--- config.mk ---
export PLATFORM = sky130hd
export DESIGN_NAME = evt_irq_collect
export DESIGN_NICKNAME = d
export VERILOG_FILES = /design/src/rtl/evt_irq_pkg.sv /design/src/rtl/evt_reg_decode.sv /design/src/rtl/evt_status_bank.sv /design/src/rtl/evt_mask_reg.sv /design/src/rtl/evt_irq_out.sv /design/src/rtl/evt_irq_collect.sv
export SDC_FILE = /design/constraint.sdc
export NUM_CORES = 1
export LEC_CHECK = 0
export CAP_MARGIN = 20
export CORE_ASPECT_RATIO = 0.75
export CORE_UTILIZATION = 55
export DETAILED_ROUTE_END_ITERATION = 10
export DONT_BUFFER_PORTS = 1
export PLACE_DENSITY_LB_ADDON = 0.15
export RECOVER_POWER = 25
export SLEW_MARGIN = 20
export SYNTH_ARGS = -nofsm -noshare
export SYNTH_HDL_FRONTEND = slang
export SYNTH_SLANG_ARGS = --single-unit
--- constraint.sdc ---
create_clock -name clk -period 3.2 [get_ports clk]
set_input_delay 0.96 -clock clk [delete_from_list [all_inputs] [get_ports clk]]
set_output_delay 0.96 -clock clk [all_outputs]
set_load 0.02 [all_outputs]
--- src/rtl/evt_irq_pkg.sv ---
package evt_irq_pkg;
  localparam int unsigned ADDR_W = 2;
  localparam logic [ADDR_W-1:0] A_STAT = 2'd0;
  localparam logic [ADDR_W-1:0] A_MASK = 2'd1;
  localparam logic [ADDR_W-1:0] A_SET  = 2'd2;
  localparam logic [ADDR_W-1:0] A_CLR  = 2'd3;
endpackage

--- src/rtl/evt_reg_decode.sv ---
module evt_reg_decode
  import evt_irq_pkg::*;
#(
  parameter int unsigned N_EVT = 8
) (
  input  logic              wr_en,
  input  logic [ADDR_W-1:0] addr,
  input  logic [N_EVT-1:0]  wr_data,
  output logic [N_EVT-1:0]  set_vec,
  output logic [N_EVT-1:0]  clr_vec,
  output logic              mask_we
);
  always_comb begin
    set_vec = '0;
    clr_vec = '0;
    mask_we = 1'b0;
    if (wr_en) begin
      case (addr)
        A_MASK:  mask_we = 1'b1;
        A_SET:   set_vec = wr_data;
        A_CLR:   clr_vec = wr_data;
        default: ;
      endcase
    end
  end
endmodule

--- src/rtl/evt_status_bank.sv ---
module evt_status_bank #(
  parameter int unsigned      N_EVT = 8,
  parameter logic [N_EVT-1:0] RSVD  = 8'h88
) (
  input  logic             clk,
  input  logic             rst,
  input  logic [N_EVT-1:0] evt,
  input  logic [N_EVT-1:0] set_vec,
  input  logic [N_EVT-1:0] clr_vec,
  output logic [N_EVT-1:0] status
);
  for (genvar i = 0; i < N_EVT; i++) begin : g_bit
    if (RSVD[i]) begin : g_rsvd
      assign status[i] = 1'b0;
    end else begin : g_live
      logic bit_q;
      always_ff @(posedge clk) begin
        if (rst)
          bit_q <= 1'b0;
        else if (evt[i] || set_vec[i])
          bit_q <= 1'b1;      // a hardware event outranks a clear
        else if (clr_vec[i])
          bit_q <= 1'b0;
      end
      assign status[i] = bit_q;
    end
  end
endmodule

--- src/rtl/evt_mask_reg.sv ---
module evt_mask_reg #(
  parameter int unsigned N_EVT = 8
) (
  input  logic             clk,
  input  logic             rst,
  input  logic             mask_we,
  input  logic [N_EVT-1:0] wr_data,
  output logic [N_EVT-1:0] mask
);
  always_ff @(posedge clk) begin
    if (rst)          mask <= '1;
    else if (mask_we) mask <= wr_data;
  end
endmodule

--- src/rtl/evt_irq_out.sv ---
module evt_irq_out
  import evt_irq_pkg::*;
#(
  parameter int unsigned N_EVT = 8
) (
  input  logic              clk,
  input  logic              rst,
  input  logic [N_EVT-1:0]  status,
  input  logic [N_EVT-1:0]  mask,
  input  logic [ADDR_W-1:0] addr,
  output logic [N_EVT-1:0]  rd_data,
  output logic              irq_n
);
  logic [N_EVT-1:0] rd_mux;

  always_comb begin
    case (addr)
      A_STAT:  rd_mux = status;
      A_MASK:  rd_mux = mask;
      default: rd_mux = '0;
    endcase
  end

  always_ff @(posedge clk) begin
    if (rst) begin
      rd_data <= '0;
      irq_n   <= 1'b1;
    end else begin
      rd_data <= rd_mux;
      irq_n   <= ~|(status & ~mask);
    end
  end
endmodule

--- src/rtl/evt_irq_collect.sv ---
module evt_irq_collect
  import evt_irq_pkg::*;
#(
  parameter int unsigned      N_EVT = 8,
  parameter logic [N_EVT-1:0] RSVD  = 8'h88
) (
  input  logic              clk,
  input  logic              rst,
  input  logic [N_EVT-1:0]  evt,
  input  logic              wr_en,
  input  logic [ADDR_W-1:0] addr,
  input  logic [N_EVT-1:0]  wr_data,
  output logic [N_EVT-1:0]  rd_data,
  output logic              irq_n
);
  logic [N_EVT-1:0] set_vec, clr_vec, status_q, mask_q;
  logic             mask_we;

  evt_reg_decode #(.N_EVT(N_EVT)) u_dec (
    .wr_en(wr_en), .addr(addr), .wr_data(wr_data),
    .set_vec(set_vec), .clr_vec(clr_vec), .mask_we(mask_we)
  );

  evt_status_bank #(.N_EVT(N_EVT), .RSVD(RSVD)) u_stat (
    .clk(clk), .rst(rst), .evt(evt),
    .set_vec(set_vec), .clr_vec(clr_vec), .status(status_q)
  );

  evt_mask_reg #(.N_EVT(N_EVT)) u_mask (
    .clk(clk), .rst(rst), .mask_we(mask_we), .wr_data(wr_data), .mask(mask_q)
  );

  evt_irq_out #(.N_EVT(N_EVT)) u_out (
    .clk(clk), .rst(rst), .status(status_q), .mask(mask_q),
    .addr(addr), .rd_data(rd_data), .irq_n(irq_n)
  );
endmodule

==> summary.txt, run 1 <==
STA
  • Setup TNS: 0 ns
  • Final Setup Violations: 0
  • RSZ-0062 raised after global routing: no
  • WHS: 0.476 ns
  • Minimum clock period: 1.72 ns
  • Fin crit share: 0.537
  • Worst-Margin Slew: 0.363 ns
  • Relative slew slack: 0.758
  • Clock Skews: 0.00516 ns
  • FMAX: 582 MHz
  • Max-slew violation count: 0
  • Final hold violations: 0

Drt
  • Routed Antenna Nets: 0
  • Vias per cell: 5.83
  • Final WL: 1680 um
  • DR vias: 700
  • DR WL/cell: 14.0 um
  • Pre-antenna DRT Iters: 4
  • DRT iter0 DRCs: 9
  • DR DRC count: 0

Placed design
  • Port Buf Inserts: 0
  • Inst Count DP: 116
  • Post-DP HPWL: 1270 um
  • Placer Congestion: 0.703

CTS
  • Setup bufs post-CTS: 0
  • Worst-Skew Late Latency: 0.31 ns
  • Clock H-tree levels: 1
  • CTS tree: done
  • CTS buffer count: 3
  • Cts repair resizes: 0
  • CTS max path bufs: 2
  • Post-CTS Hold Buffers: 0
  • Root buffer cell: clkbuf_4
  • Clk slew on worst S/H paths: 0.12 ns
  • Clk sinks: 23

Synth
  • Cell area after synthesis: 953 sq um
  • Yosys warning count: 0
  • Post-synthesis net count: 124
  • Compound-Gate Fraction of Synth Area: 0.122
  • Seq/Total Area, Yosys: 0.483
  • Top cells by area, synth: dfxtp_1, a221oi_2, mux2i_1
  • Cell variety after synth: 19
  • Synthesized flop and latch total: 23
  • Syn_area_per_cell: 9.26 sq um
  • Synth Area in XOR/XNOR: 0
  • Largest family of logic cells by synthesized area: simple AND/OR/NAND/NOR gates
  • Synth Area in Adders: 0
  • Top-area cell type share of the netlist area: 0.483
  • Multiplexer area fraction after synthesis: 0.0630
  • Post-synth top area cell: dfxtp_1
  • Post-Syn Instances: 103
  • Simple logic cell fraction of the synthesized area: 0.245

Setup path
  • Setup crit start: u_out.rd_data[0]$_SDFF_PP0_
  • CP endpoint kind: output port
  • Crit Path Class: reg2out
  • FF-to-FF path depth: 3
  • CP required: 2.24 ns
  • Crit. path cell count: 0
  • Critical path peak fanout: 1
  • Worst path arrival time: 0.76 ns
  • R2R setup slack: 2.33 ns
  • Worst reg2reg path endpoint: u_out.irq_n$_SDFF_PP1_
  • Setup crit start kind: flip-flop
  • Critical R2R Launch: u_stat.g_bit[6].g_live.bit_q$_SDFFE_PP0P_

Die
  • # rows: 12
  • Die width: 50.1 um
  • Starting density of the core: 0.617
  • DIE HEIGHT: 38.1 um
  • Die area: 0.00191 sq mm
  • Io pins: 30
  • Core area: 0.00155 sq mm

Global route
  • Congestion Overflow GR: 0
  • Antenna violations before repair: 0
  • Number of global-route vias before repair: 636
  • First-pass GRT wire length: 2790 um
  • Largest net degree at the start of global routing: 18
  • GRT Util Overall: 0.212

Hold path
  • Hold Crit Class: reg2reg
  • WHS Path Cells: 2
  • Min-delay src: u_mask.mask[7]$_SDFFE_PP1P_
  • Hold Path End: u_mask.mask[7]$_SDFFE_PP1P_

Pwr
  • Leak Pwr: 0.421 nW
  • Power Density: 519 mW/mm^2
  • Peak supply drop: 0.000388 V
  • Tot Pwr: 493 uW

Finish
  • Multi-input gate area: 410 sq um
  • Inserted Diodes: 0
  • Layout cells sized above 1: 0.111
  • Most frequent cells in the layout: dfxtp_1, nand2_1, nor2_1, nand3_1
  • Area Overhead vs Synth: -0.394%
  • Nets@finish: 121
  • Final core utilization: 0.614
  • Post-route insts no fill: 120
  • Seq. cell area: 460 sq um
  • Commonest non-fill, non-tap cell in the layout: dfxtp_1
  • Fillers: 137

Job
  • Max-Cap Viols: 0

Status
  • Status: completed
cells by family after synthesis:
logic type | Yosys count
AOI/OAI and AO/OA | 10
DFF | 23
buffers and inverters | 15
muxes | 6
and+or+nand+nor | 49
power breakdown:
group,switching (mW),internal [mW]
registers,0.0201,0.304
clock network,0.0819,0.0487
logic,0.0179,0.0207
per-layer routing:
layer  wire length [um]  track usage  up-vias
met5                  0            0        -
met4                 28       0.0857        0
met3                166        0.111        4
met2                697        0.337       31
met1                785        0.240      316
li1                   -            -      349
sequential cells by signal (all words and copies together) (netlist names):
name	cells
u_out.rd_data	8
u_out.irq_n	1
u_mask.mask	8
u_stat.g_bit.g_live.bit_q	6
layout make-up:
type / instances / area share
inverter: 7 / 0.0277
multi-input combinational: 65 / 0.432
tap: 21 / 0.0277
clock buffer: 4 / 0.0277
sequential: 23 / 0.485
worst max-delay path by stage:
stage                                           endpoint  slack, ns
2_1_floorplan  u_stat.g_bit[0].g_live.bit_q$_SDFFE_PP0P_       1.41
3_3_place_gp   u_stat.g_bit[2].g_live.bit_q$_SDFFE_PP0P_       1.49
3_5_place_dp   u_stat.g_bit[6].g_live.bit_q$_SDFFE_PP0P_       1.46
4_1_cts                                       rd_data[0]       1.46
5_1_grt                                       rd_data[0]       1.45
6_report                                      rd_data[0]       1.48
per-stage QoR:
step | setup WS, ns | area (sq um)
floorplan | 1.41 | 953
global placement | 1.49 | 923
detailed placement | 1.46 | 923
CTS | 1.46 | 950
global route | 1.45 | 950
finish | 1.48 | 950
Yosys cell counts:
cell type / number
dfxtp_1: 23
nand2_1: 16
nor2_1: 13
nand3_1: 8
a221oi_2: 6
inv_1: 6
mux2i_1: 6
nand4_1: 6
buf_2: 3
o22ai_1: 3
and3_1: 2
and3b_1: 2
buf_4: 2
buf_6: 2
clkbuf_1: 1
clkinv_1: 1
nand3b_2: 1
o31ai_1: 1
or2_2: 1
Power figures use the tool's default switching activity.
==> inputs of run 2 (changes only) <==
--- a/config.mk
+++ b/config.mk
@@ -7,7 +7,7 @@
 export LEC_CHECK = 0
 export CAP_MARGIN = 20
 export CORE_ASPECT_RATIO = 0.75
-export CORE_UTILIZATION = 55
+export CORE_UTILIZATION = 53
 export DETAILED_ROUTE_END_ITERATION = 10
 export DONT_BUFFER_PORTS = 1
 export PLACE_DENSITY_LB_ADDON = 0.15
==> constraint.sdc (replaced) <==
create_clock -name clk -period 1.42 [get_ports clk]
set_input_delay 0.426 -clock clk [delete_from_list [all_inputs] [get_ports clk]]
set_output_delay 0.426 -clock clk [all_outputs]
set_load 0.02 [all_outputs]
==> summary.txt, run 2 (synthesis results as in run 1) <==
Die
  • Die width: 51.0 um (+1.8%)
  • # rows: 12 (unchanged)
  • Core area: 0.00158 sq mm (+1.9%)
  • Io pins: 30 (unchanged)
  • Die area: 0.00197 sq mm (+3.6%)
  • Starting density of the core: 0.605 (-0.0117)
  • DIE HEIGHT: 38.7 um (+1.8%)

Setup path
  • Worst reg2reg path endpoint: u_out.irq_n$_SDFF_PP1_
  • Crit Path Class: reg2out
  • Setup crit start: u_out.rd_data[4]$_SDFF_PP0_
  • CP endpoint kind: output port
  • Setup crit start kind: flip-flop
  • Critical R2R Launch: u_stat.g_bit[5].g_live.bit_q$_SDFFE_PP0P_
  • R2R setup slack: 0.58 ns (-1.75 ns)
  • Crit. path cell count: 0 (unchanged)
  • Critical path peak fanout: 1 (unchanged)
  • FF-to-FF path depth: 3 (unchanged)
  • Worst path arrival time: 0.76 ns (about the same)
  • CP required: 0.99 ns (-1.25 ns)
  • Critical Path End: rd_data[4]

CTS
  • Post-CTS Hold Buffers: 0 (unchanged)
  • Clk sinks: 23 (unchanged)
  • CTS buffer count: 3 (unchanged)
  • CTS max path bufs: 2 (unchanged)
  • Clock H-tree levels: 1 (unchanged)
  • CTS tree: done
  • Cts repair resizes: 0 (unchanged)
  • Worst-Skew Late Latency: 0.31 ns (about the same)
  • Setup bufs post-CTS: 0 (unchanged)
  • Root buffer cell: clkbuf_4
  • Clk slew on worst S/H paths: 0.12 ns (about the same)

STA
  • Final hold violations: 0 (unchanged)
  • Max-slew violation count: 0 (unchanged)
  • RSZ-0062 raised after global routing: no
  • Setup WS post-layout: 0.229 ns (-1.25 ns)
  • Final Setup Violations: 0 (unchanged)
  • Minimum clock period: 1.19 ns
  • Relative slew slack: 0.760 (+0.00228)
  • FMAX: 840 MHz
  • Fin crit share: 0.838
  • Clock Skews: 0.00456 ns (-0.000595 ns)
  • Worst-Margin Slew: 0.360 ns (-0.00343 ns)
  • Setup TNS: 0 ns (unchanged)

Pwr
  • Power Density: 1180 mW/mm^2 (+130%)
  • Tot Pwr: 1.12 mW (+130%)
  • Leak Pwr: 0.419 nW (-0.48%)
  • Peak supply drop: 0.000730 V (+88%)

Global route
  • Largest net degree at the start of global routing: 18 (unchanged)
  • Number of global-route vias before repair: 618 (-2.8%)
  • Congestion Overflow GR: 0 (unchanged)
  • GRT Util Overall: 0.209 (-0.00230)
  • First-pass GRT wire length: 2860 um (+2.2%)
  • Antenna violations before repair: 0 (unchanged)

Status
  • Status: completed

Drt
  • Routed Antenna Nets: 0 (unchanged)
  • Final WL: 1780 um (+5.8%)
  • DR vias: 678 (-3.1%)
  • DRT iter0 DRCs: 33 (+24)
  • Pre-antenna DRT Iters: 4 (unchanged)
  • DR WL/cell: 14.8 um (+5.8%)
  • Vias per cell: 5.65 (-3.1%)
  • DR DRC count: 0 (unchanged)

Placed design
  • Placer Congestion: 0.747 (+6.3%)
  • Port Buf Inserts: 0 (unchanged)
  • Setup Slack @ Placement: 0.212 ns (-1.25 ns)
  • Post-DP Area: 923 sq um (unchanged)

Hold path
  • Min-delay src: rst
  • Hold Crit Class: in2reg

Finish
  • Regs by FF count: u_mask.mask (8), u_out.rd_data (8), u_stat.g_bit.g_live.bit_q (6)
  • Nets@finish: 121 (unchanged)
  • Area Overhead vs Synth: -0.656%
  • Layout cells sized above 1: 0.111 (unchanged)
  • Inserted Diodes: 0 (unchanged)
  • Most frequent cells in the layout: dfxtp_1, nand2_1, nor2_1, nand3_1
  • Final instance area: 947 sq um (-0.26%)
  • Commonest non-fill, non-tap cell in the layout: dfxtp_1
  • Final core utilization: 0.601 (-0.0133)

Job
  • Max-Cap Viols: 0 (unchanged)
[run 2: changes by cell type in the layout (fill, tap and decap cells not counted)]
cell      previous run  this run
clkbuf_1             1         0
nand3b_2             1         0
clkinv_2             0         1
nand3b_1             0         1
[run 2: layout make-up]
class	count	area [sq um]
Inverter	7	26.3
Sequential cell	23	460
Fill cell	156	629
Multi-Input combinational cell	65	407
Tap cell	21	26.3
Clock inverter	1	5.00
Clock buffer	3	22.5
[run 2: how the worst min path moves through the flow]
stage / to / slack, ns / cells after the start
after floorplan: u_mask.mask[3]$_SDFFE_PP1P_ / 0.43 / 2
after global placement: u_mask.mask[7]$_SDFFE_PP1P_ / 0.44 / 2
after detailed placement: u_mask.mask[7]$_SDFFE_PP1P_ / 0.45 / 2
after CTS: u_stat.g_bit[2].g_live.bit_q$_SDFFE_PP0P_ / 0.15 / 1
after global routing: u_stat.g_bit[1].g_live.bit_q$_SDFFE_PP0P_ / 0.14 / 1
final: u_stat.g_bit[2].g_live.bit_q$_SDFFE_PP0P_ / 0.16 / 1
[run 2: power by group]
group,switching (mW),internal [mW],leakage [nW]
logic,0.0413,0.0460,0.211
registers,0.0455,0.685,0.190
clock network,0.193,0.105,0.0177
total,0.280,0.836,0.419
[run 2: through the flow]
step           hold WS [ns]  cells
3_3_place_gp          0.440    116
5_1_grt               0.141    120
4_1_cts               0.152    120
3_5_place_dp          0.448    116
6_report              0.162    120
2_1_floorplan         0.432    103
[run 2: metal layers]
metal / part of all wire / vias to the layer above / routed length, um / track usage
li1: - / 349 / - / -
met1: 0.47 / 295 / 830 / 0.258
met2: 0.44 / 34 / 784 / 0.329
met3: 0.091 / 0 / 162 / 0.0863
met4: 0 / 0 / 0 / 0.0764
met5: 0 / - / 0 / 0
